### src/rtl/uart_rx_pkg.sv
package uart_rx_pkg;
  localparam int DATA_W = 8;
  localparam int OSR    = 16;
  localparam int OSR_W  = $clog2(OSR);

  typedef struct packed {
    logic              ferr;
    logic              bit9;
    logic [DATA_W-1:0] data;
  } rx_frame_t;

  typedef enum logic [2:0] {
    ST_IDLE,
    ST_START,
    ST_DATA,
    ST_NINTH,
    ST_STOP
  } rx_state_e;
endpackage

### src/rtl/uart_rx_baud.sv
module uart_rx_baud #(
  parameter int DIV_W = 16
) (
  input  logic             clk,
  input  logic             rst_n,
  input  logic [1:0]       rate_sel_i,
  input  logic [DIV_W-1:0] divisor_i,
  output logic             tick_o
);
  localparam int CNT_W = DIV_W + 2;

  logic [CNT_W-1:0] limit;
  logic [CNT_W-1:0] cnt_q;

  // last count value of one sample interval
  always_comb begin
    if (rate_sel_i[1])
      limit = CNT_W'(divisor_i >> 2);
    else if (rate_sel_i[0])
      limit = CNT_W'(divisor_i);
    else
      limit = {divisor_i, 2'b11};
  end

  always_ff @(posedge clk or negedge rst_n) begin
    if (!rst_n) begin
      cnt_q  <= '0;
      tick_o <= 1'b0;
    end else if (cnt_q >= limit) begin
      cnt_q  <= '0;
      tick_o <= 1'b1;
    end else begin
      cnt_q  <= cnt_q + 1'b1;
      tick_o <= 1'b0;
    end
  end
endmodule

### src/rtl/uart_rx_shifter.sv
module uart_rx_shifter
  import uart_rx_pkg::*;
(
  input  logic      clk,
  input  logic      rst_n,
  input  logic      tick_i,
  input  logic      rx_i,
  input  logic      run_i,
  input  logic      nine_bit_i,
  output logic      done_o,
  output rx_frame_t frame_o
);
  localparam int BIT_W = $clog2(DATA_W);
  localparam logic [OSR_W-1:0] MID  = OSR_W'(OSR / 2 - 1);
  localparam logic [OSR_W-1:0] LAST = OSR_W'(OSR - 1);

  rx_state_e         state_q;
  logic [OSR_W-1:0]  smp_q;
  logic [BIT_W-1:0]  nbit_q;
  logic [DATA_W-1:0] shift_q;
  logic              b9_q;
  logic              last_q;

  always_ff @(posedge clk or negedge rst_n) begin
    if (!rst_n) begin
      state_q <= ST_IDLE;
      smp_q   <= '0;
      nbit_q  <= '0;
      shift_q <= '0;
      b9_q    <= 1'b0;
      last_q  <= 1'b1;
      done_o  <= 1'b0;
      frame_o <= '0;
    end else begin
      done_o <= 1'b0;
      if (tick_i) last_q <= rx_i;
      if (!run_i) begin
        state_q <= ST_IDLE;
      end else if (tick_i) begin
        smp_q <= smp_q + 1'b1;
        unique case (state_q)
          ST_IDLE: begin
            if (last_q && !rx_i) begin
              state_q <= ST_START;
              smp_q   <= '0;
            end
          end
          ST_START: begin
            if (smp_q == MID) begin
              smp_q  <= '0;
              nbit_q <= '0;
              state_q <= rx_i ? ST_IDLE : ST_DATA;
            end
          end
          ST_DATA: begin
            if (smp_q == LAST) begin
              shift_q <= {rx_i, shift_q[DATA_W-1:1]};
              nbit_q  <= nbit_q + 1'b1;
              if (nbit_q == BIT_W'(DATA_W - 1))
                state_q <= nine_bit_i ? ST_NINTH : ST_STOP;
            end
          end
          ST_NINTH: begin
            if (smp_q == LAST) begin
              b9_q    <= rx_i;
              state_q <= ST_STOP;
            end
          end
          ST_STOP: begin
            if (smp_q == LAST) begin
              frame_o.ferr <= !rx_i;
              frame_o.bit9 <= nine_bit_i & b9_q;
              frame_o.data <= shift_q;
              done_o       <= 1'b1;
              state_q      <= ST_IDLE;
            end
          end
          default: state_q <= ST_IDLE;
        endcase
      end
    end
  end
endmodule

### src/rtl/uart_rx_fifo.sv
module uart_rx_fifo
  import uart_rx_pkg::*;
#(
  parameter int DEPTH = 2
) (
  input  logic      clk,
  input  logic      rst_n,
  input  logic      push_i,
  input  rx_frame_t wdata_i,
  input  logic      pop_i,
  output rx_frame_t head_o,
  output logic      valid_o,
  output logic      full_o
);
  localparam int AW = (DEPTH > 1) ? $clog2(DEPTH) : 1;
  localparam int CW = $clog2(DEPTH + 1);
  localparam logic [AW-1:0] TOP = AW'(DEPTH - 1);

  rx_frame_t       mem_q [DEPTH];
  logic [AW-1:0]   wr_q, rd_q;
  logic [CW-1:0]   cnt_q;
  logic            do_push, do_pop;

  assign valid_o = (cnt_q != '0);
  assign full_o  = (cnt_q == CW'(DEPTH));
  assign do_push = push_i && !full_o;
  assign do_pop  = pop_i && valid_o;
  assign head_o  = mem_q[rd_q];

  for (genvar i = 0; i < DEPTH; i++) begin : g_slot
    always_ff @(posedge clk or negedge rst_n) begin
      if (!rst_n)                            mem_q[i] <= '0;
      else if (do_push && wr_q == AW'(i))    mem_q[i] <= wdata_i;
    end
  end

  always_ff @(posedge clk or negedge rst_n) begin
    if (!rst_n) begin
      wr_q  <= '0;
      rd_q  <= '0;
      cnt_q <= '0;
    end else begin
      if (do_push) wr_q <= (wr_q == TOP) ? '0 : wr_q + 1'b1;
      if (do_pop)  rd_q <= (rd_q == TOP) ? '0 : rd_q + 1'b1;
      if (do_push && !do_pop)      cnt_q <= cnt_q + 1'b1;
      else if (do_pop && !do_push) cnt_q <= cnt_q - 1'b1;
    end
  end
endmodule

### src/rtl/uart_addr_rx.sv
module uart_addr_rx
  import uart_rx_pkg::*;
#(
  parameter int DIV_W       = 16,
  parameter int FIFO_DEPTH  = 2,
  parameter int SYNC_STAGES = 2
) (
  input  logic              clk,
  input  logic              rst_n,
  input  logic              rx_i,
  input  logic              port_en_i,
  input  logic              rx_en_i,
  input  logic              nine_bit_i,
  input  logic              addr_det_i,
  input  logic [1:0]        rate_sel_i,
  input  logic [DIV_W-1:0]  divisor_i,
  input  logic              irq_en_i,
  input  logic              rd_ready_i,
  output logic              rd_valid_o,
  output logic [DATA_W-1:0] rd_data_o,
  output logic              rd_bit9_o,
  output logic              rd_ferr_o,
  output logic              overrun_o
  ,output logic             irq_o
);
  logic [SYNC_STAGES-1:0] sync_q;
  logic      tick, rx_s, run, done, keep, full_w, push_w, ovr_q;
  rx_frame_t frm, head;

  for (genvar s = 0; s < SYNC_STAGES; s++) begin : g_sync
    always_ff @(posedge clk or negedge rst_n) begin
      if (!rst_n)  sync_q[s] <= 1'b1;
      else if (s == 0) sync_q[s] <= rx_i;
      else         sync_q[s] <= sync_q[(s > 0) ? s - 1 : 0];
    end
  end
  assign rx_s = sync_q[SYNC_STAGES-1];

  assign run = port_en_i && rx_en_i && !ovr_q;

  uart_rx_baud #(.DIV_W(DIV_W)) baud_i (
    .clk(clk), .rst_n(rst_n), .rate_sel_i(rate_sel_i),
    .divisor_i(divisor_i), .tick_o(tick)
  );

  uart_rx_shifter shift_i (
    .clk(clk), .rst_n(rst_n), .tick_i(tick), .rx_i(rx_s), .run_i(run),
    .nine_bit_i(nine_bit_i), .done_o(done), .frame_o(frm)
  );

  assign keep   = !(addr_det_i && nine_bit_i && !frm.bit9);
  assign push_w = done && keep && !full_w;

  always_ff @(posedge clk or negedge rst_n) begin
    if (!rst_n)                      ovr_q <= 1'b0;
    else if (!rx_en_i)               ovr_q <= 1'b0;
    else if (done && keep && full_w) ovr_q <= 1'b1;
  end

  uart_rx_fifo #(.DEPTH(FIFO_DEPTH)) fifo_i (
    .clk(clk), .rst_n(rst_n), .push_i(push_w), .wdata_i(frm),
    .pop_i(rd_ready_i), .head_o(head), .valid_o(rd_valid_o), .full_o(full_w)
  );

  assign rd_data_o = head.data;
  assign rd_bit9_o = head.bit9;
  assign rd_ferr_o = head.ferr;
  assign overrun_o = ovr_q;
  assign irq_o     = irq_en_i && rd_valid_o;
endmodule

### config.mk
export PLATFORM = sky130hd
export DESIGN_NAME = uart_addr_rx
export DESIGN_NICKNAME = d
export VERILOG_FILES = /design/src/rtl/uart_rx_pkg.sv /design/src/rtl/uart_rx_baud.sv /design/src/rtl/uart_rx_shifter.sv /design/src/rtl/uart_rx_fifo.sv /design/src/rtl/uart_addr_rx.sv
export SDC_FILE = /design/constraint.sdc
export NUM_CORES = 1
export LEC_CHECK = 0
export BUFFER_PORTS_ARGS = -buffer_cell sky130_fd_sc_hd__buf_4
export CAP_MARGIN = 20
export CORE_MARGIN = 2
export CORE_UTILIZATION = 59
export DETAILED_ROUTE_END_ITERATION = 7
export PLACE_DENSITY = 0.88
export SYNTH_ARGS = -nofsm -noshare
export SYNTH_HDL_FRONTEND = slang
export SYNTH_SLANG_ARGS = --single-unit
### constraint.sdc
create_clock -name clk -period 2.26 [get_ports clk]
set_clock_uncertainty 0.2 [all_clocks]
set_input_delay 0.226 -clock clk [delete_from_list [all_inputs] [get_ports clk]]
set_output_delay 0.226 -clock clk [all_outputs]
set_load 0.1 [all_outputs]
==> flow_summary_export.csv <==
group,metric,value,unit
timing,period_needed,2.09,ns
clock_tree,cts_made_buffers,9,
pwr,p_int,2.42,mW
logic_synthesis,synth_edf_count,0,
cells_and_area,final_cell_mix,"73 x dfrtp_1, 52 x buf_4, 37 x mux2_1, 28 x nor2_1, 24 x nand2_1",
clock_tree,cts_sinks,77,
logic_synthesis,synth_area_leader_cell,"dfrtp_1",
floorplan,std_cell_rows,30,
logic_synthesis,netlist_instances,378,
floorplan,start_util,61.2,%
placed_design,place_congestion,0.853,
setup_path,crit_path_end_kind,"register",
pwr,total_power,3.31,mW
timing,drv_slew,0,
timing,fmaxAchievable,478,MHz
clock_tree,cts_tree,"done",
timing,setup_viol_count_final,0,
floorplan,die_w,88.2,µm
route,routed-via-count,3022,
pwr,seq_power_share,47.9,%
logic_synthesis,syn_nets,428,
setup_path,cp_max_fo,5,
route,drt_pass1_iterations,5,
setup_path,path_class,"register to register",
job,drv_cap,0,
logic_synthesis,syn_area_per_cell,11.1,µm²
logic_synthesis,async_reset_ff_share,100,%
logic_synthesis,yosysSeqAreaShare,46.2,%
route,drcViolationCount,0,
cells_and_area,final_nets,485,
cells_and_area,antenna_cells,0,
route,drt-vias-per-instance,5.64,
floorplan,coreArea,6830,µm²
placed_design,port_buffers,39,
cells_and_area,area_delta_synth_final,20.0,%
pwr,switching_power,890,µW
setup_path,worstPathRequired,2.31,ns
timing,fin_crit_sh,92.6,%
pwr,pwr-share-comb,17.9,%
route,routedWlPerCell,15.5,µm
logic_synthesis,synth_cell_types,53,
floorplan,die_y,88.2,µm
global_route,grt_max_degree,65,
cells_and_area,final_common_cell,"dfrtp_1",
global_route,grt_overflow_total,0,
clock_tree,max-clock-path-buffers,2,
route,ant_nets,0,
outcome,status,"complete, no violations",
logic_synthesis,synth_top_area_share,44.3,%
pwr,switching_share,26.9,%
setup_path,start_kind,"register",
logic_synthesis,synth_ff_type,"dfrtp_1",
floorplan,ioPinCount,40,
timing,hold_viol_final,0,
route,wirelength,8290,µm
global_route,grt_pass1_vias,2969,
global_route,grt_pass1_wl,13700,µm
pwr,cellLeakagePower,2.45,nW
clock_tree,htree_num_levels,3,
timing,max-slew-margin-rel,46.7,%
logic_synthesis,synth_warnings,0,
global_route,globalRouteTotalUtil,23.2,%
placed_design,dpl.hpwl,5760,µm
clock_tree,cts.reportedPaths.clkPinSlew,0.08,ns
setup_path,arrival,2.14,ns
logic_synthesis,synthTopCellsByArea,"dfrtp_1 44%, mux2_1 10%, ha_1 6.9%, mux2i_1 3.6%, mux2_2 3.5%",
setup_path,reg2reg_slack,0.17,ns
timing,grt_setup_unrepaired,"no",
floorplan,fp.dieArea,7770,µm²
cells_and_area,n_fill_cell,454,
logic_synthesis,synth-seq-cells,77,
clock_tree,root_buffer,"clkbuf_8",
route,first_iter_violations,152,
cells_and_area,layout-drive-gt1-share,26.1,%
global_route,antenna_found_initial,0,
pwr,clock_power_share,34.3,%
pwr,power.density,660,nW/µm²
logic_synthesis,syn_area,4180,µm²
timing,worst_hold_slack,0.0537,ns
timing,tightest_slew,0.799,ns
worst_hold_path,min_path_type,"input port to register",
pwr,irDropWorstVdd,0.000320,V
clock_tree,insertion_delay,0.34,ns
-- power groups by stage --
stage / Combinational, mW / Clock (mW) / Sequential (mW)
floorplan: 0.400 / 0 / 1.58
global placement: 0.553 / 0 / 1.60
detailed placement: 0.581 / 0 / 1.60
CTS: 0.596 / 1.15 / 1.58
global route: 0.685 / 1.22 / 1.60
finish: 0.591 / 1.13 / 1.58
-- kinds of logic after synthesis --
logic type | after synthesis | synth area share [%]
and+or+nand+nor | 120 | 15.1
DFF | 77 | 46.2
muxes | 65 | 17.1
AOI/OAI and AO/OA | 47 | 7.69
buffers and inverters | 26 | 2.87
adders and majority gates | 23 | 6.89
xor gates and xnor gates | 20 | 4.19
-- layout make-up --
class                   count  area (µm²)  area share (%)
multi-input cells         275        2210            44.0
well taps                  96         120            2.40
clock buffers              12         145            2.89
clock inverters             4        72.6            1.45
repair buffers             60         492            9.81
inverters                  12        45.0           0.898
flip-flops and latches     77        1930            38.5
-- final timing paths --
kind / start / to / depth (start not counted)
setup / recovery: baud_i.cnt_q[3]$_DFF_PN0_ / baud_i.cnt_q[1]$_DFF_PN0_ / 6
hold / removal: port_en_i / shift_i.state_q[1]$_DFFE_PN0P_ / 3
setup reg to reg: baud_i.cnt_q[3]$_DFF_PN0_ / baud_i.cnt_q[1]$_DFF_PN0_ / 6
hold reg to reg: sync_q[0]$_DFF_PN1_ / rx_s$_DFF_PN1_ / 0
max in group asynchronous: rst_n / fifo_i.mem_q[12]$_DFFE_PN0P_ / 3
min in group asynchronous: rst_n / fifo_i.mem_q[3]$_DFFE_PN0P_ / 2
-- critical path, stage by stage, from the launching register on --
cell	delay (ns)
dfrtp_1	0.46
ha_1	0.35
a211oi_2	0.18
nor2_1	0.05
o311a_1	0.37
buf_4	0.18
nor3b_1	0.22
-- layer usage --
metal | track usage (%) | vias to the layer above | wire, µm
met5 | 0 | - | 0
met4 | 7.58 | 0 | 141
met3 | 5.37 | 17 | 364
met2 | 39.4 | 97 | 4180
met1 | 29.4 | 1446 | 3600
li1 | - | 1462 | -
-- metrics by stage --
step / cells / util, % / setup slack (ns) / setup TNS (ns) / area (µm²)
4_1_cts: 536 / 73.3 / 0.142 / 0 / 5010
2_1_floorplan: 378 / - / -0.0297 / -0.277 / 4320
3_5_place_dp: 515 / 69.4 / -0.223 / -2.67 / 4740
6_report: 536 / 73.4 / 0.168 / 0 / 5010
5_1_grt: 536 / 73.4 / 0.00706 / 0 / 5010
3_3_place_gp: 515 / 69.4 / -0.117 / -1.82 / 4740
-- synthesized netlist by cell type (5+ instances only) --
cell type	count
xor2_1	15
dfrtp_1	74
buf_2	6
clkbuf_1	5
mux2_1	37
nor2_1	28
nor2b_1	6
mux2i_1	15
nand2_1	25
a21oi_1	17
nand3_1	12
ha_1	23
nor3_1	19
o21ai_1	11
inv_1	10
xnor2_1	5
nand4_1	6
mux2_2	13
-- flip-flops by register name, summed over array words and instances (netlist names), 2 cells and up --
name and cells:
fifo_i.mem_q 20, baud_i.cnt_q 18, shift_i.frame_o 10, shift_i.shift_q 8
shift_i.smp_q 4, shift_i.nbit_q 3, shift_i.state_q 3, fifo_i.cnt_q 2
-- what timing repair did --
| item | 4_1_cts | 5_1_grt |
|---|---|---|
| hold buffers | 5 | 0 |
| resized for setup | 0 | 1 |
| setup buffers | 0 | 0 |
| setup endpoints to repair | 0 | 2 |
| endpoints found under the hold margin | 63 | 0 |
Note: power is estimated with default switching activity, not from simulation.
